==> src/rtl/cfg_gate_pkg.sv <==
package cfg_gate_pkg;

   typedef enum logic [1:0] {
      KEY_WAIT0,
      KEY_GOT1,
      KEY_GOT2,
      KEY_GOT3
   } key_st_e;

   localparam logic [7:0] KEY_B0 = 8'h87;
   localparam logic [7:0] KEY_B1 = 8'h01;
   localparam logic [7:0] KEY_B2 = 8'h55;

   localparam logic [7:0] IDX_EXIT  = 8'h02;
   localparam logic [7:0] IDX_LDN   = 8'h07;
   localparam logic [7:0] IDX_ID_HI = 8'h20;
   localparam logic [7:0] IDX_ID_LO = 8'h21;
   localparam logic [7:0] IDX_REV   = 8'h22;
   localparam logic [7:0] IDX_CTRL  = 8'h24;
   localparam logic [7:0] EXIT_VAL  = 8'h02;
   localparam logic [7:0] LOCKED_RD = 8'hFF;

   // expected key byte for a given progress state
   function automatic logic [7:0] key_expect(key_st_e st, logic [7:0] last_b);
      logic [7:0] r;
      case (st)
         KEY_WAIT0: r = KEY_B0;
         KEY_GOT1:  r = KEY_B1;
         KEY_GOT2:  r = KEY_B2;
         default:   r = last_b;
      endcase
      return r;
   endfunction

endpackage

==> src/rtl/cfg_port_decode.sv <==
module cfg_port_decode #(
   parameter int ADDR_W = 16,
   parameter int BASE_A = 'h2E,
   parameter int BASE_B = 'h4E
) (
   input  logic              base_sel,
   input  logic              io_wr,
   input  logic              io_rd,
   input  logic [ADDR_W-1:0] io_addr,
   output logic              idx_wr,
   output logic              dat_wr,
   output logic              idx_rd,
   output logic              dat_rd
);

   localparam logic [ADDR_W-1:0] IDX_A = ADDR_W'(BASE_A);
   localparam logic [ADDR_W-1:0] IDX_B = ADDR_W'(BASE_B);
   localparam logic [ADDR_W-1:0] DAT_A = ADDR_W'(BASE_A + 1);
   localparam logic [ADDR_W-1:0] DAT_B = ADDR_W'(BASE_B + 1);

   logic idx_hit;
   logic dat_hit;

   always_comb begin
      idx_hit = base_sel ? (io_addr == IDX_B) : (io_addr == IDX_A);
      dat_hit = base_sel ? (io_addr == DAT_B) : (io_addr == DAT_A);
   end

   assign idx_wr = io_wr & idx_hit;
   assign dat_wr = io_wr & dat_hit;
   assign idx_rd = io_rd & idx_hit;
   assign dat_rd = io_rd & dat_hit;

endmodule

==> src/rtl/cfg_key_fsm.sv <==
module cfg_key_fsm
   import cfg_gate_pkg::*;
(
   input  logic       clk,
   input  logic       rst_n,
   input  logic       idx_wr,
   input  logic [7:0] wdata,
   input  logic [7:0] last_key,
   input  logic       exit_req,
   output logic       active
);

   key_st_e st_q, st_d;
   logic    active_q, active_d;

   always_comb begin
      st_d     = st_q;
      active_d = active_q;
      if (active_q) begin
         if (exit_req) begin
            active_d = 1'b0;
            st_d     = KEY_WAIT0;
         end
      end else if (idx_wr) begin
         if (wdata == key_expect(st_q, last_key)) begin
            case (st_q)
               KEY_WAIT0: st_d = KEY_GOT1;
               KEY_GOT1:  st_d = KEY_GOT2;
               KEY_GOT2:  st_d = KEY_GOT3;
               default: begin
                  st_d     = KEY_WAIT0;
                  active_d = 1'b1;
               end
            endcase
         end else begin
            // mismatch: restart, but the byte may open a new attempt
            st_d = (wdata == KEY_B0) ? KEY_GOT1 : KEY_WAIT0;
         end
      end
   end

   always_ff @(posedge clk) begin
      if (!rst_n) begin
         st_q     <= KEY_WAIT0;
         active_q <= 1'b0;
      end else begin
         st_q     <= st_d;
         active_q <= active_d;
      end
   end

   assign active = active_q;

   AST_ENTRY_NEEDS_LAST_KEY: assert property (@(posedge clk) disable iff (!rst_n)
      $rose(active_q) |-> ($past(idx_wr) && ($past(wdata) == $past(last_key))));
   AST_EXIT_DROPS: assert property (@(posedge clk) disable iff (!rst_n)
      (active_q && exit_req) |=> !active_q);
   AST_LOCK_HOLDS: assert property (@(posedge clk) disable iff (!rst_n)
      (!active_q && !idx_wr) |=> !active_q);
   AST_OPEN_HOLDS: assert property (@(posedge clk) disable iff (!rst_n)
      (active_q && !exit_req) |=> active_q);

endmodule

==> src/rtl/cfg_regfile.sv <==
module cfg_regfile
   import cfg_gate_pkg::*;
#(
   parameter int          NUM_LDN   = 8,
   parameter int          BANK_BASE = 'h30,
   parameter int          BANK_REGS = 4,
   parameter int          CTRL_W    = 6,
   parameter logic [15:0] CHIP_ID   = 16'h5A3C,
   parameter logic [7:0]  CHIP_REV  = 8'h07
) (
   input  logic              clk,
   input  logic              rst_n,
   input  logic              active,
   input  logic              idx_wr,
   input  logic              dat_wr,
   input  logic              idx_rd,
   input  logic              dat_rd,
   input  logic [7:0]        wdata,
   output logic [7:0]        rdata,
   output logic [7:0]        ldn,
   output logic [CTRL_W-1:0] ctrl,
   output logic              exit_req
);

   localparam int         LDN_W   = $clog2(NUM_LDN);
   localparam int         BANK_W  = $clog2(BANK_REGS);
   localparam logic [7:0] BANK_LO = 8'(BANK_BASE);
   localparam logic [7:0] BANK_HI = 8'(BANK_BASE + BANK_REGS - 1);
   localparam logic [7:0] LDN_LIM = 8'(NUM_LDN);

   logic [7:0]        idx_q;
   logic [7:0]        ldn_q;
   logic [CTRL_W-1:0] ctrl_q;
   logic [7:0]        rdata_q;

   logic              wr_ok;
   logic              bank_hit;
   logic              ldn_ok;
   logic [BANK_W-1:0] bank_sel;
   logic [LDN_W-1:0]  ldn_idx;
   logic [NUM_LDN-1:0][BANK_REGS-1:0][7:0] bank_rd;
   logic [7:0]        dat_val;

   assign wr_ok    = active & dat_wr;
   assign bank_hit = (idx_q >= BANK_LO) && (idx_q <= BANK_HI);
   assign ldn_ok   = ldn_q < LDN_LIM;
   assign bank_sel = BANK_W'(idx_q - BANK_LO);
   assign ldn_idx  = LDN_W'(ldn_q);
   assign exit_req = wr_ok && (idx_q == IDX_EXIT) && (wdata == EXIT_VAL);

   // index register: only reachable once the gate is open
   always_ff @(posedge clk) begin
      if (!rst_n)                idx_q <= 8'h00;
      else if (active && idx_wr) idx_q <= wdata;
   end

   always_ff @(posedge clk) begin
      if (!rst_n)                            ldn_q <= 8'h00;
      else if (wr_ok && idx_q == IDX_LDN)    ldn_q <= wdata;
   end

   always_ff @(posedge clk) begin
      if (!rst_n)                            ctrl_q <= '0;
      else if (wr_ok && idx_q == IDX_CTRL)   ctrl_q <= wdata[CTRL_W-1:0];
   end

   // one storage bank per logical device
   for (genvar g = 0; g < NUM_LDN; g++) begin : g_bank
      logic [BANK_REGS-1:0][7:0] regs_q;
      logic                      sel_me;

      assign sel_me = wr_ok && bank_hit && (ldn_q == 8'(g));

      always_ff @(posedge clk) begin
         if (!rst_n)      regs_q <= '0;
         else if (sel_me) regs_q[bank_sel] <= wdata;
      end

      assign bank_rd[g] = regs_q;
   end

   always_comb begin
      dat_val = 8'h00;
      if (bank_hit) begin
         if (ldn_ok) dat_val = bank_rd[ldn_idx][bank_sel];
      end else begin
         case (idx_q)
            IDX_LDN:   dat_val = ldn_q;
            IDX_ID_HI: dat_val = CHIP_ID[15:8];
            IDX_ID_LO: dat_val = CHIP_ID[7:0];
            IDX_REV:   dat_val = CHIP_REV;
            IDX_CTRL:  dat_val = 8'(ctrl_q);
            default:   dat_val = 8'h00;
         endcase
      end
   end

   always_ff @(posedge clk) begin
      if (!rst_n)            rdata_q <= LOCKED_RD;
      else if (!active && (idx_rd || dat_rd)) rdata_q <= LOCKED_RD;
      else if (idx_rd)       rdata_q <= idx_q;
      else if (dat_rd)       rdata_q <= dat_val;
   end

   assign rdata = rdata_q;
   assign ldn   = ldn_q;
   assign ctrl  = ctrl_q;

   AST_LOCKED_READ_FF: assert property (@(posedge clk) disable iff (!rst_n)
      ((idx_rd || dat_rd) && !active) |=> (rdata_q == LOCKED_RD));
   AST_CTRL_FROZEN: assert property (@(posedge clk) disable iff (!rst_n)
      !active |=> $stable(ctrl_q));
   AST_RDATA_HOLD: assert property (@(posedge clk) disable iff (!rst_n)
      !(idx_rd || dat_rd) |=> $stable(rdata_q));
   AST_LDN_ONLY_BY_WRITE: assert property (@(posedge clk) disable iff (!rst_n)
      !(active && dat_wr) |=> $stable(ldn_q));

endmodule

==> src/rtl/cfg_unlock_gate.sv <==
module cfg_unlock_gate
   import cfg_gate_pkg::*;
#(
   parameter int          ADDR_W     = 16,
   parameter int          BASE_A     = 'h2E,
   parameter int          BASE_B     = 'h4E,
   parameter logic [7:0]  KEY_LAST_A = 8'h55,
   parameter logic [7:0]  KEY_LAST_B = 8'hAA,
   parameter int          NUM_LDN    = 8,
   parameter int          BANK_BASE  = 'h30,
   parameter int          BANK_REGS  = 4,
   parameter logic [15:0] CHIP_ID    = 16'h5A3C,
   parameter logic [7:0]  CHIP_REV   = 8'h07
) (
   input  logic              clk,
   input  logic              rst_n,
   input  logic              base_sel,
   input  logic              io_wr,
   input  logic              io_rd,
   input  logic [15:0]       io_addr,
   input  logic [7:0]        io_wdata,
   output logic [7:0]        io_rdata,
   output logic              cfg_active,
   output logic [7:0]        cfg_ldn,
   output logic [5:0]        cfg_ctrl
);

   localparam int CTRL_W = 6;

   if (ADDR_W != 16) begin : g_chk_addr
      $error("ADDR_W must match the 16-bit io_addr port");
   end
   if (NUM_LDN < 2 || NUM_LDN > 256) begin : g_chk_ldn
      $error("NUM_LDN must lie in 2..256");
   end
   if (BANK_REGS < 2 || BANK_BASE + BANK_REGS > 256 || BANK_BASE <= 'h24) begin : g_chk_bank
      $error("banked range must sit above the global registers");
   end
   if (BASE_A == BASE_B) begin : g_chk_base
      $error("the two base ports must differ");
   end

   logic       idx_wr, dat_wr, idx_rd, dat_rd;
   logic       exit_req;
   logic       active;
   logic [7:0] last_key;

   assign last_key = base_sel ? KEY_LAST_B : KEY_LAST_A;

   cfg_port_decode #(
      .ADDR_W (ADDR_W),
      .BASE_A (BASE_A),
      .BASE_B (BASE_B)
   ) i_decode (
      .base_sel (base_sel),
      .io_wr    (io_wr),
      .io_rd    (io_rd),
      .io_addr  (io_addr),
      .idx_wr   (idx_wr),
      .dat_wr   (dat_wr),
      .idx_rd   (idx_rd),
      .dat_rd   (dat_rd)
   );

   cfg_key_fsm i_key (
      .clk      (clk),
      .rst_n    (rst_n),
      .idx_wr   (idx_wr),
      .wdata    (io_wdata),
      .last_key (last_key),
      .exit_req (exit_req),
      .active   (active)
   );

   cfg_regfile #(
      .NUM_LDN   (NUM_LDN),
      .BANK_BASE (BANK_BASE),
      .BANK_REGS (BANK_REGS),
      .CTRL_W    (CTRL_W),
      .CHIP_ID   (CHIP_ID),
      .CHIP_REV  (CHIP_REV)
   ) i_regs (
      .clk      (clk),
      .rst_n    (rst_n),
      .active   (active),
      .idx_wr   (idx_wr),
      .dat_wr   (dat_wr),
      .idx_rd   (idx_rd),
      .dat_rd   (dat_rd),
      .wdata    (io_wdata),
      .rdata    (io_rdata),
      .ldn      (cfg_ldn),
      .ctrl     (cfg_ctrl),
      .exit_req (exit_req)
   );

   assign cfg_active = active;

   AST_RESET_LOCKED: assert property (@(posedge clk)
      !rst_n |=> !cfg_active);

endmodule

==> config.mk <==
export PLATFORM = sky130hd
export DESIGN_NAME = cfg_unlock_gate
export DESIGN_NICKNAME = d
export VERILOG_FILES = /design/src/rtl/cfg_gate_pkg.sv /design/src/rtl/cfg_port_decode.sv /design/src/rtl/cfg_key_fsm.sv /design/src/rtl/cfg_regfile.sv /design/src/rtl/cfg_unlock_gate.sv
export SDC_FILE = /design/constraint.sdc
export NUM_CORES = 1
export LEC_CHECK = 0
export BUFFER_PORTS_ARGS = -buffer_cell sky130_fd_sc_hd__buf_2
export CAP_MARGIN = 20
export CORE_ASPECT_RATIO = 0.5
export CORE_MARGIN = 2
export CORE_UTILIZATION = 55
export DETAILED_ROUTE_END_ITERATION = 10
export MAX_ROUTING_LAYER = met4
export PLACE_DENSITY = 0.68
export SYNTH_ARGS = -nofsm -noshare
export SYNTH_HDL_FRONTEND = slang
export SYNTH_HIERARCHICAL = 1
export SYNTH_SLANG_ARGS = --single-unit
==> constraint.sdc <==
create_clock -name clk -period 4.65 [get_ports clk]
set_clock_uncertainty 0.1 [all_clocks]
set_input_delay 0.93 -clock clk [delete_from_list [all_inputs] [get_ports clk]]
set_output_delay 0.93 -clock clk [all_outputs]
set_load 0.1 [all_outputs]
======== Yosys cells after proc, flatten, opt, wreduce, memory -nomap -nowiden ========
Index checks and enable logic that the tools add are counted.
word-level totals
  word-level logic and storage cells ...... 136
  register bits ........................... 289
cells by class
  $lt $le $gt $ge ......................... 6
  bitwise gates (word level) .............. 6
  eq/ne operators ......................... 23
  reduce and logical (&&, ||, !) cells .... 26
  add/sub/neg operators ................... 1
  muxes and demuxes ....................... 36
operators with widths
  cell                                                             count
  bitwise mux 32 bit                                               8
  binary-select mux 32 bit (select 3 bit)                          1
  2-to-1 mux 8 bit                                                 9
  equality test 8 x 3 -> 1 bit (second input constant)             5
  case mux 8 bit (5 select lines)                                  1
  equality test 16 x 6 -> 1 bit (second input constant)            2
  equality test 16 x 7 -> 1 bit (second input constant)            2
  equality test 8 x 2 -> 1 bit (second input constant)             4
  equality test 8 x 6 -> 1 bit (second input constant)             4
  2-to-1 mux 32 bit                                                1
  case mux 8 bit (3 select lines)                                  1
  logical AND 1 bit                                                17
  binary-select mux 8 bit (select 2 bit)                           1
  demux 8 bit (select 2 bit)                                       1
  equality test 8 x 1 -> 1 bit (second input constant)             1
  equality test 8 bit                                              1
  equality test 8 bit (second input constant)                      1
  >= comparator 8 x 6 -> 1 bit (second input constant)             1
  less-or-equal comparator 8 x 6 -> 1 bit (second input constant)  1
  logical NOT 8 bit                                                1
  < comparator 8 x 4 -> 1 bit (second input constant)              1
  2-to-1 mux 1 bit                                                 8
  2-to-1 mux 2 bit                                                 4
  case mux 2 bit (3 select lines)                                  1
  other kinds (16)                                                 21

======== Longest topological paths before layout ========
Gate-level depths: netlist of run 1.
  depth after elaboration ................. 9
  gate-level depth with buffers ........... 11
  gate-level depth less buffers ........... 10

======== Modules after synthesis ========
The synthesis of run 1 kept the hierarchy.
by module, submodules not included
  module           area an instance (µm²)  instances  cells each
  cfg_regfile      13002.5                 1          1319
  cfg_key_fsm      437.9                   1          59
  cfg_port_decode  107.6                   1          15
  cfg_unlock_gate  3.8                     1          1

======== Least setup slack after synthesis of run 1 ========
OpenSTA, ideal clock, no wires.
  path kind ............................... input to register
  from .................................... input io_addr[10]
  to ...................................... register i_regs.g_bank[3].regs_q (netlist bit i_regs/bank_rd[127])
  library setup time ...................... 72 ps
  cell stages on the path ................. 8
  arrival time ............................ 2950 ps
  slack ................................... 1528 ps
  cells stage by stage .................... nor4b_2 -> nand4_1 -> nor4_1 -> nand2_1 -> nor2_4 -> nand3_4 -> nor2_8 -> mux2i_1
on the way
  cells in the longest elaborated chain, start to end .. 6
  elaborated cells between the ends (all ways) .. 7
ends and longest elaborated chain
  item                                                                                   line                   RTL
  from (decl)                                                                            cfg_unlock_gate.sv:20  input logic [15:0] io_addr,
  equality test 16 x 6 -> 1 bit / equality test 16 x 7 -> 1 bit (equally long branches)  cfg_port_decode.sv:26  dat_hit = base_sel ? (io_addr == DAT_B) : (io_addr == DAT_A);
  2-to-1 mux 1 bit (*)                                                                   cfg_port_decode.sv:26
  AND 1 bit (*)                                                                          cfg_port_decode.sv:30  assign dat_wr = io_wr & dat_hit;
  via dat_wr                                                                             cfg_unlock_gate.sv:43  logic idx_wr, dat_wr, idx_rd, dat_rd;
  AND 1 bit (*)                                                                          cfg_regfile.sv:44      assign wr_ok = active & dat_wr;
  logical AND 1 bit (*) (2 in a row)                                                     cfg_regfile.sv:72      assign sel_me = wr_ok && bank_hit && (ldn_q == 8'(g));
  to (signal, indexed assignment)                                                        cfg_regfile.sv:76      else if (sel_me) regs_q[bank_sel] <= wdata;
  to (decl)                                                                              cfg_regfile.sv:69      logic [BANK_REGS-1:0][7:0] regs_q;
Mark *: on every way through the listed nets, which the timed path passes. The rest lies on a longest branch.
A chain may end at the register's enable or synchronous reset.

======== Worst setup path after layout of run 1 ========
  from .................................... input io_addr[10]
  to ...................................... register i_regs.g_bank[5].regs_q (netlist bit i_regs/bank_rd[178])
on the way
  cells in the longest elaborated chain, start to end .. 6
  elaborated cells between the ends (all ways) .. 7
ends and longest elaborated chain
  item                                                                                   line
  equality test 16 x 6 -> 1 bit / equality test 16 x 7 -> 1 bit (equally long branches)  cfg_port_decode.sv:26
  2-to-1 mux 1 bit (*)                                                                   cfg_port_decode.sv:26
  AND 1 bit (*)                                                                          cfg_port_decode.sv:30
  via dat_wr                                                                             cfg_unlock_gate.sv:43
  AND 1 bit (*)                                                                          cfg_regfile.sv:44
  logical AND 1 bit (*) (2 in a row)                                                     cfg_regfile.sv:72
  to (signal, indexed assignment)                                                        cfg_regfile.sv:76
  to (decl)                                                                              cfg_regfile.sv:69
Marks and branches as above.

==> impl_metrics.ini, run 1 <==
[routing]
wl_per_cell_um = 21.03
vias = 10440
drc = 0
drt_iter0_markers = 1104
dr.pass1.iters = 6
viasPerCell = 5.966
wirelength_mm = 36.79
final_antenna_net_count = 0

[status]
status = completed

[setup_path]
startpoint = io_addr[10]
endpoint = i_regs/bank_rd[178]
r2r_cells = 6
r2r-start = i_regs/ldn[1]
timing.rr.end = i_regs/rdata[7]
regToRegSetupSlack_ps = 1650
crit_fanout = 8
start_kind = primary input
worstSetupEndpointType = flip-flop
arrival_ps = 3680
required_ps = 4990
worstSetupPathType = in -> reg

[yosys]
synthesis.area_sq_um = 13550
ys_async_sr_fraction_pct = 0
synth_area_leader_cell = dfxtp_1
seq_area_frac_synth_pct = 42.69
synth_cells = 1394
ys.flop_type = dfxtp_1
yosysTopAreaCellShare_pct = 42.69
synth.area.top_cells = dfxtp_1 (43%), mux2i_1 (28%), nand2_1 (8.2%), a22oi_1 (2.6%), clkbuf_1 (2.2%)
synth_edf_count = 0
syn-num-nets = 1427
ys_warn_count = 6
synth_area_per_cell_sq_um = 9.721
synth_seq_cells = 289
synth_cell_types = 59

[floorplanning]
die_x_um = 226.0
core_area_sq_um = 24070
dieArea_sq_um = 25990
start_util_pct = 56.29
ios = 52
die_h_um = 115.0
rows = 40

[clocking]
clockRootBuffer = clkbuf_16
cts.clk_slew.worst_paths_ps = 70
clkLatencyLatePin_ps = 540
cts_made_buffers = 26
cts.htree.levels = 1
cts_tree = built
clockBufferDepth = 3
postCtsSetupBuffers = 0
cts_resized = 0
cts.sinks = 289
hold_buffers = 0

[cells_and_area]
final_common_cell = mux2i_1
layout.nets = 1427
postLayoutCoreUtil_pct = 62.06
drive_gt1_share_pct = 13.23
layout_common_cells = mux2i_1 (381), nand2_1 (289), dfxtp_1 (288)
diodes = 0
area_delta_synth_final_pct = 10.25

[sta]
final.period_utilization_pct = 71.84
rsz0062_at_grt = no
relSlewSlack_pct = 32.97
fin_crit_ps = 3341
maxSlewViolCount = 0
hold_violations = 0
setup_viol = 0
worst_pin_slew_ps = 1005
fin_tns_setup_ps = 0
clock.fmax_mhz = 299.3

[grt]
overflow = 0
grt_usage_pct = 29.36
grt_antenna_before_repair = 0
grt_pass1_vias = 10110
grt_pass1_wl_mm = 57.15
grt_max_degree = 221

[pwr]
pwr_density_cell_nw_per_um2 = 323.4
ir_drop_mv = 0.2720
leakage_nw = 4.787

[run]
drv_cap = 0

[placed_design]
dpl.hpwl_mm = 23.63
portBuffers = 51
place.gp.congestion = 0.8855

[min_path]
min_path_type = reg -> reg
## metal layers
layer | up-vias | share of wire, % | global-route usage [%]
met1 | 5135 | 46 | 40.13
li1 | 4881 | - | -
met4 | 0 | 2.2 | 6.667
met3 | 59 | 7.3 | 5.443
met5 | - | 0 | -
met2 | 360 | 44 | 45.31
## cells in the mapped netlist, types with 3 or more instances
cell type,instances
dfxtp_1,289
a22oi_1,47
nand4_1,9
a21o_1,3
a31oi_1,5
nand2_2,3
o21ai_0,10
a21boi_0,8
nor2_1,18
buf_2,22
nor2_8,8
inv_1,8
nor2_2,24
nand2b_1,13
mux2i_1,381
xnor2_1,5
nor4_1,7
nor3_1,10
a21oi_1,22
nor2b_1,25
ha_1,4
o221ai_1,3
nand2_1,295
a221oi_1,3
a211o_1,3
o31ai_1,5
clkbuf_1,78
mux4_2,10
nand3_1,38
## sequential cells by signal, indices dropped and copies added, names as in the netlist
| name | count |
|---|---|
| i_regs/idx_q | 8 |
| i_regs/bank_rd | 256 |
| i_key/st_q | 2 |
| i_regs/ctrl | 6 |
| i_key/active | 1 |
| i_regs/ldn | 8 |
| i_regs/rdata | 8 |
## logic make-up after synthesis
family,share of synthesized area (%)
AND/OR/NAND/NOR,16.91
multiplexers,29.97
buffers and inverters,3.278
flip-flops,42.69
XOR/XNOR,0.3878
adder cells (fa/ha/maj),0.3693
AO/OA/AOI/OAI,6.399
## worst min-delay path by stage
stage | startpoint | end | slack (ps) | cells past startpoint
after floorplan | i_regs/bank_rd[167] | i_regs/bank_rd[167] | 330 | 2
after global placement | i_regs/bank_rd[247] | i_regs/bank_rd[247] | 340 | 2
after detailed placement | i_regs/bank_rd[171] | i_regs/bank_rd[171] | 350 | 2
after CTS | i_regs/bank_rd[87] | i_regs/bank_rd[87] | 360 | 2
after global routing | i_regs/bank_rd[179] | i_regs/bank_rd[179] | 370 | 2
final | i_regs/bank_rd[251] | i_regs/bank_rd[251] | 360 | 2
## through the flow
stage | setup slack (ps) | power, mW | instances | instance area, sq um | hold WS, ps
6_report | 1309 | 4.832 | 1749 | 14940 | 355.7
3_3_place_gp | 843.3 | 2.666 | 1702 | 14050 | 338.8
2_1_floorplan | 1528 | 2.612 | 1394 | 13550 | 331.5
3_5_place_dp | 781.7 | 2.668 | 1702 | 14050 | 346.2
5_1_grt | 1111 | 4.979 | 1749 | 14940 | 367.2
4_1_cts | 1314 | 4.861 | 1749 | 14940 | 357.8
## where the power goes
part	switching, mW	leakage [nW]	internal [mW]
logic	0.112	2.03	0.0292
registers	0.00000000136	2.33	2.47
clock network	0.952	0.431	1.27
total	1.06	4.79	3.77
## critical path, stage by stage
cell and delay (ps):
buf_2 110, nor4b_2 260, nand4_1 220, nor4_1 500, nand2_1 230, nor2_4 290
nand2_2 250, nor2_2 600, mux2i_1 280
## cell type report
cell class	instances	area, sq um
Fill cell	2006	9133
Multi-Input combinational cell	995	7351
Tap cell	336	420.4
Sequential cell	289	5789
Inverter	8	30.03
Clock buffer	40	814.5
Timing Repair Buffer	74	461.7
Clock inverter	7	73.82
Power figures use the tool's default switching activity.
==> inputs of run 2 (changes only) <==
--- a/config.mk
+++ b/config.mk
@@ -5,6 +5,7 @@
 export SDC_FILE = /design/constraint.sdc
 export NUM_CORES = 1
 export LEC_CHECK = 0
+export ABC_AREA = 1
 export BUFFER_PORTS_ARGS = -buffer_cell sky130_fd_sc_hd__buf_2
 export CAP_MARGIN = 20
 export CORE_ASPECT_RATIO = 0.5
@@ -12,7 +13,7 @@
 export CORE_UTILIZATION = 55
 export DETAILED_ROUTE_END_ITERATION = 10
 export MAX_ROUTING_LAYER = met4
-export PLACE_DENSITY = 0.68
+export PLACE_DENSITY = 0.71
 export SYNTH_ARGS = -nofsm -noshare
 export SYNTH_HDL_FRONTEND = slang
 export SYNTH_HIERARCHICAL = 1
==> constraint.sdc (replaced) <==
create_clock -name clk -period 2.8 [get_ports clk]
set_clock_uncertainty 0.1 [all_clocks]
set_input_delay 0.56 -clock clk [delete_from_list [all_inputs] [get_ports clk]]
set_output_delay 0.56 -clock clk [all_outputs]
set_load 0.1 [all_outputs]
==> run 2 against run 1 <==
Against the previous run: synthesized cell count is 43% higher; clock power is 63% higher; final area increased by 2.0%; critical path type is now reg -> reg; critical endpoint is now i_regs/rdata[1]; first-iteration DRC count is 36% higher; power increased by 66%.
==> impl_metrics.ini, run 2 <==
[status]
status = completed

[grt]
grt_pass1_wl_mm = 66.99
met3_usage_pct = 6.521
grt_antenna_before_repair = 0
top_usage_layer = met2
grt_pass1_vias = 11820
grt_max_degree = 61
grtUsageMet2_pct = 48.76
overflow = 0
grt_usage_pct = 33.47
grtUsageMet1_pct = 47.47

[clocking]
cts.clk_slew.worst_paths_ps = 70
cts.sinks = 289
cts_tree = built
clkLatencyLatePin_ps = 550
hold_buffers = 0
cts.htree.levels = 1
cts_resized = 0
clockBufferDepth = 3
postCtsSetupBuffers = 0
clockRootBuffer = clkbuf_16
cts_made_buffers = 26

[yosys]
synth.area.top_cells = dfxtp_1 (42%), nand2_1 (13%), a211oi_1 (7.0%), a21oi_1 (6.5%), o21ai_0 (6.4%)
ys_warn_count = 6
ys_top_cells_by_count = nand2_1 (492), dfxtp_1 (289), nor2_1 (232)
yosysTopAreaCellShare_pct = 42.02
seq_area_frac_synth_pct = 42.02
synth_edf_count = 0
yosysMostFrequentCell = nand2_1
syn-num-nets = 2031
synth_area_per_cell_sq_um = 6.892
synthesis.area_sq_um = 13770
ys_async_sr_fraction_pct = 0
synth_seq_cells = 289
ys.flop_type = dfxtp_1
synth_area_leader_cell = dfxtp_1
synth_cell_types = 34
synth_cells = 1998

[routing]
drt_iter0_markers = 1504
wl_per_cell_um = 18.26
final_antenna_net_count = 0
wirelength_mm = 43.00
drc = 0
dr.pass1.iters = 6
viasPerCell = 5.685
vias = 13390

[setup_path]
worstSetupPathType = reg -> reg
start_kind = flip-flop
worstSetupEndpointType = flip-flop
required_ps = 3140
arrival_ps = 2960
slowest_delay_ps = 510
r2r_cells = 11
worstPathCellList = inv_2 -> nand2_2 -> nor2_1 -> nor2_1 -> nand3_1 -> nand3_1 -> nand2_1 -> o21ai_0 -> nand2_1 -> nand2_1 -> nand2_1
crit_top_cell = nand2_1
crit_fanout = 17
crit_slowest_cell = o21ai_0

[placed_design]
place.gp.congestion = 0.9663
dpl.hpwl_mm = 27.66
portBuffers = 51

[cells_and_area]
drive_gt1_share_pct = 10.80
largest_reg_flops = 256
layout.nets = 2033
area_delta_synth_final_pct = 10.68
layout_common_cells = nand2_1 (492), dfxtp_1 (287), nor2_1 (232)
final_common_cell = nand2_1

[sta]
fin_crit_ps = 2621
worst_pin_slew_ps = 1043
rsz0062_at_grt = no
final.period_utilization_pct = 93.61
fin_tns_setup_ps = 0
relSlewSlack_pct = 30.19
clock.fmax_mhz = 381.5
hold_violations = 0
holdWs_ps = 291.8
maxSlewViolCount = 0
setup_viol = 0

[floorplanning]
die_x_um = 227.8
start_util_pct = 56.73
core_area_sq_um = 24270
ios = 52
rows = 40
dieArea_sq_um = 26390
die_h_um = 115.9

[pwr]
pwr-share-seq_pct = 51.2
pwr_density_cell_nw_per_um2 = 526.6
p_sw_share_pct = 23.22
power.clock.fraction_pct = 45.0
ir_drop_mv = 0.3596
combPwrFrac_pct = 3.9
leakage_nw = 5.678
power.internal_mw = 6.162
p_switching_mw = 1.864

[min_path]
min_path_type = in -> reg
worstHoldPathCells = 3

[run]
drv_cap = 0
[run 2: cell count changes in the layout (fill, tap and decap cells not counted), moves of 23 or more]
cell / previous run / this run
nor2b_1: 23 / 0
inv_1: 8 / 140
nand2_1: 289 / 492
buf_4: 21 / 59
a21oi_1: 22 / 178
a211oi_1: 2 / 128
o21ai_0: 10 / 177
a22oi_1: 47 / 0
nor2_1: 17 / 232
mux2i_1: 381 / 0
nand3_1: 38 / 119
[run 2: power by group through the flow]
| stage | logic (mW) | clock network [mW] | registers (mW) |
|---|---|---|---|
| 3_3_place_gp | 0.298 | 0 | 4.20 |
| 3_5_place_dp | 0.301 | 0 | 4.20 |
| 5_1_grt | 0.328 | 3.80 | 4.10 |
| 2_1_floorplan | 0.153 | 0 | 4.20 |
| 4_1_cts | 0.301 | 3.62 | 4.11 |
| 6_report | 0.311 | 3.61 | 4.11 |
[run 2: cell families (layout without fill, tap and decap cells)]
group	count (synthesis)	count (layout)	synth area share, %
buffers and inverters	300	320	8.805
DFF	289	289	42.02
and+or+nand+nor	914	914	28.60
adders and majority gates	4	4	0.3635
xor gates and xnor gates	1	1	0.06362
AOI/OAI and AO/OA	490	490	20.15
other	0	1	0
[run 2: worst max-delay path: cells and delay by family, from the launching register on]
kind,cells,cell delay (ps)
AND/OR/NAND/NOR,9,1180
AO/OA/AOI/OAI,1,510
flip-flops,1,490
buffers and inverters,1,230
[run 2: layer usage]
layer	routed length [um]	vias up
met4	973	0
met3	4657	79
met2	17750	621
met1	19620	6119
li1	-	6569
met5	0	-
[run 2: stage by stage]
stage               setup WS, ps  utilization (%)  std cells  instance area (sq um)  total power [mW]
floorplan                  101.6                -       1998                  13770             4.355
global placement           92.82            59.32       2308                  14400             4.499
detailed placement         59.93            59.32       2308                  14400             4.503
CTS                        254.7            62.77       2354                  15240             8.028
global route               53.71            62.77       2354                  15240             8.231
finish                     179.0            62.78       2355                  15240             8.026
[run 2: area by class of cell]
type / instances / area (sq um)
antenna: 1 / 2.502
clock buffer: 38 / 767.0
clock inverter: 8 / 70.07
fill: 2314 / 9034
inverter: 159 / 604.3
multi-input combinational: 1409 / 6771
sequential: 289 / 5791
tap: 336 / 420.4
timing repair buffer: 115 / 813.3
[run 2: path summary, 6_finish.rpt]
| kind | start | endpoint | slack, ps |
|---|---|---|---|
| worst max-delay path | i_regs/ldn[0] | i_regs/rdata[1] | 180 |
| worst min-delay path | rst_n | i_regs/bank_rd[203] | 290 |
| worst max register to register | i_regs/ldn[0] | i_regs/rdata[1] | 180 |
| worst min register to register | i_regs/bank_rd[176] | i_regs/bank_rd[176] | 340 |
==> inputs of run 3 (changes only) <==
--- a/config.mk
+++ b/config.mk
@@ -8,12 +8,15 @@
 export ABC_AREA = 1
 export BUFFER_PORTS_ARGS = -buffer_cell sky130_fd_sc_hd__buf_2
 export CAP_MARGIN = 20
+export CELL_PAD_IN_SITES_DETAIL_PLACEMENT = 0
+export CELL_PAD_IN_SITES_GLOBAL_PLACEMENT = 2
 export CORE_ASPECT_RATIO = 0.5
 export CORE_MARGIN = 2
-export CORE_UTILIZATION = 55
+export CORE_UTILIZATION = 32
 export DETAILED_ROUTE_END_ITERATION = 10
+export HOLD_SLACK_MARGIN = 0.15
 export MAX_ROUTING_LAYER = met4
-export PLACE_DENSITY = 0.71
+export PLACE_DENSITY = 0.72
 export SYNTH_ARGS = -nofsm -noshare
 export SYNTH_HDL_FRONTEND = slang
 export SYNTH_HIERARCHICAL = 1
==> run 3 against run 2 <==
Against the previous run: worst setup slack worse by 70 ps; clock-buffer cell count is 8 higher; clock power is 4% higher; first-iteration DRC count is 28% lower; non-clock buffer count is 21 higher; sequential share of layout area is 1.6 points lower; register-to-register slack better by 30 ps; critical path depth is 8 lower.
==> impl_metrics.ini, run 3 (same netlist as run 2, synthesis figures left out) <==
[status]
status = completed

[sta]
relSlewSlack_pct = 57.93
holdWs_ps = 251.0
clock.fmax_mhz = 371.7
setup_viol = 0
worst_pin_slew_ps = 630.3
fin_tns_setup_ps = 0
hold_violations = 0
rsz0062_at_grt = no
fin_crit_ps = 2691
maxSlewViolCount = 0
final.period_utilization_pct = 96.09

[pwr]
power.internal_mw = 6.228
power.clock.fraction_pct = 45.8
ir_drop_mv = 0.4182
pwr_density_cell_nw_per_um2 = 515.5
p_sw_share_pct = 24.10
leakage_nw = 5.828
pwr-share-seq_pct = 50.1
p_switching_mw = 1.978
combPwrFrac_pct = 4.1

[placed_design]
dpl.hpwl_mm = 33.96
place.gp.congestion = 0.8337
portBuffers = 51

[clocking]
clkLatencyLatePin_ps = 580
cts_resized = 0
hold_buffers = 0
cts_made_buffers = 29
cts.clk_slew.worst_paths_ps = 60
clockBufferDepth = 3
postCtsSetupBuffers = 0
clockRootBuffer = clkbuf_16
cts.htree.levels = 1
cts.sinks = 289
cts_tree = built

[setup_path]
r2r_cells = 11
start_kind = flip-flop
arrival_ps = 2030
crit_fanout = 38
required_ps = 2140
worstSetupEndpointType = primary output
worstSetupPathType = reg -> out

[routing]
met2_length_mm = 21.81
drt_iter0_markers = 1088
wl_met3_mm = 2.910
dr.pass1.iters = 7
viasPerCell = 4.947
routed.top_layer = met4
wl_met1_mm = 27.49
final_antenna_net_count = 0
wirelength_mm = 52.84
vias = 12960
wl_per_cell_um = 20.17
drc = 0

[cells_and_area]
area_delta_synth_final_pct = 15.60
layout.nets = 2057
layout_common_cells = nand2_1 (492), dfxtp_1 (287), nor2_1 (232)
postLayoutCoreUtil_pct = 37.68
drive_gt1_share_pct = 11.57
nFillCells = 4645
final_common_cell = nand2_1
largest_reg_flops = 256

[run]
drv_cap = 0

[floorplanning]
die_h_um = 150.7
rows = 53
core_area_sq_um = 42240
ios = 52
start_util_pct = 32.60
dieArea_sq_um = 44810
die_x_um = 297.4

[grt]
overflow = 0
grt_pass1_vias = 11900
grt_max_degree = 81
grt_usage_pct = 24.05
grt_antenna_before_repair = 0
grt_pass1_wl_mm = 78.54

[min_path]
worstHoldPathCells = 3
min_path_type = in -> reg
-- run 3: cell types whose count changed in the layout (fill, tap and decap cells not counted), sizes merged --
cell | before | now
buf | 115 | 136
clkbuf | 38 | 46
clkinv | 14 | 9
diode | 1 | 2
clkinvlp | 2 | 0
inv | 150 | 151
bufinv | 1 | 0
-- run 3: path summary, 6_finish.rpt --
kind / from / end / slack [ps]
worst max-delay path: i_regs/ldn[1] / cfg_ldn[1] / 110
worst max register to register: i_regs/ldn[0] / i_regs/rdata[2] / 210
worst min-delay path: rst_n / i_regs/bank_rd[115] / 250
worst min register to register: i_regs/bank_rd[176] / i_regs/bank_rd[176] / 340
-- run 3: layout make-up --
| type | count | area (sq um) | share of cell area, % |
|---|---|---|---|
| antenna | 2 | 5.005 | 0.03144 |
| sequential | 289 | 5791 | 36.38 |
| timing repair buffer | 136 | 1161 | 7.294 |
| inverter | 159 | 604.3 | 3.797 |
| multi-input combinational | 1409 | 6777 | 42.57 |
| tap | 577 | 721.9 | 4.535 |
| clock buffer | 46 | 849.6 | 5.337 |
| clock inverter | 1 | 8.758 | 0.05502 |
-- run 3: power by group through the flow --
stage	Combinational [mW]	Clock, mW	Sequential [mW]
6_report	0.339	3.76	4.11
5_1_grt	0.365	4.01	4.11
4_1_cts	0.340	3.86	4.11
3_5_place_dp	0.340	0	4.20
3_3_place_gp	0.340	0	4.20
2_1_floorplan	0.153	0	4.20
-- run 3: stage by stage --
stage                     instances  cell area (sq um)  total power, mW  setup WS, ps
after global placement         2570              15050            4.541         74.49
final                          2619              15920            8.205         109.5
after floorplan                1998              13770            4.355         101.6
after detailed placement       2570              15050            4.542         37.98
after CTS                      2617              15910            8.311         69.74
after global routing           2617              15910            8.481         33.06
-- run 3: critical path: stages (launching register included) --
cell and delay [ps]:
dfxtp_2 360, buf_12 220, buf_4 360, buf_2 500
-- run 3: routing by layer --
layer	vias to the layer above	track usage, %
met5	-	-
met4	0	3.131
met3	51	3.795
met2	278	35.15
met1	6019	35.42
li1	6607	-
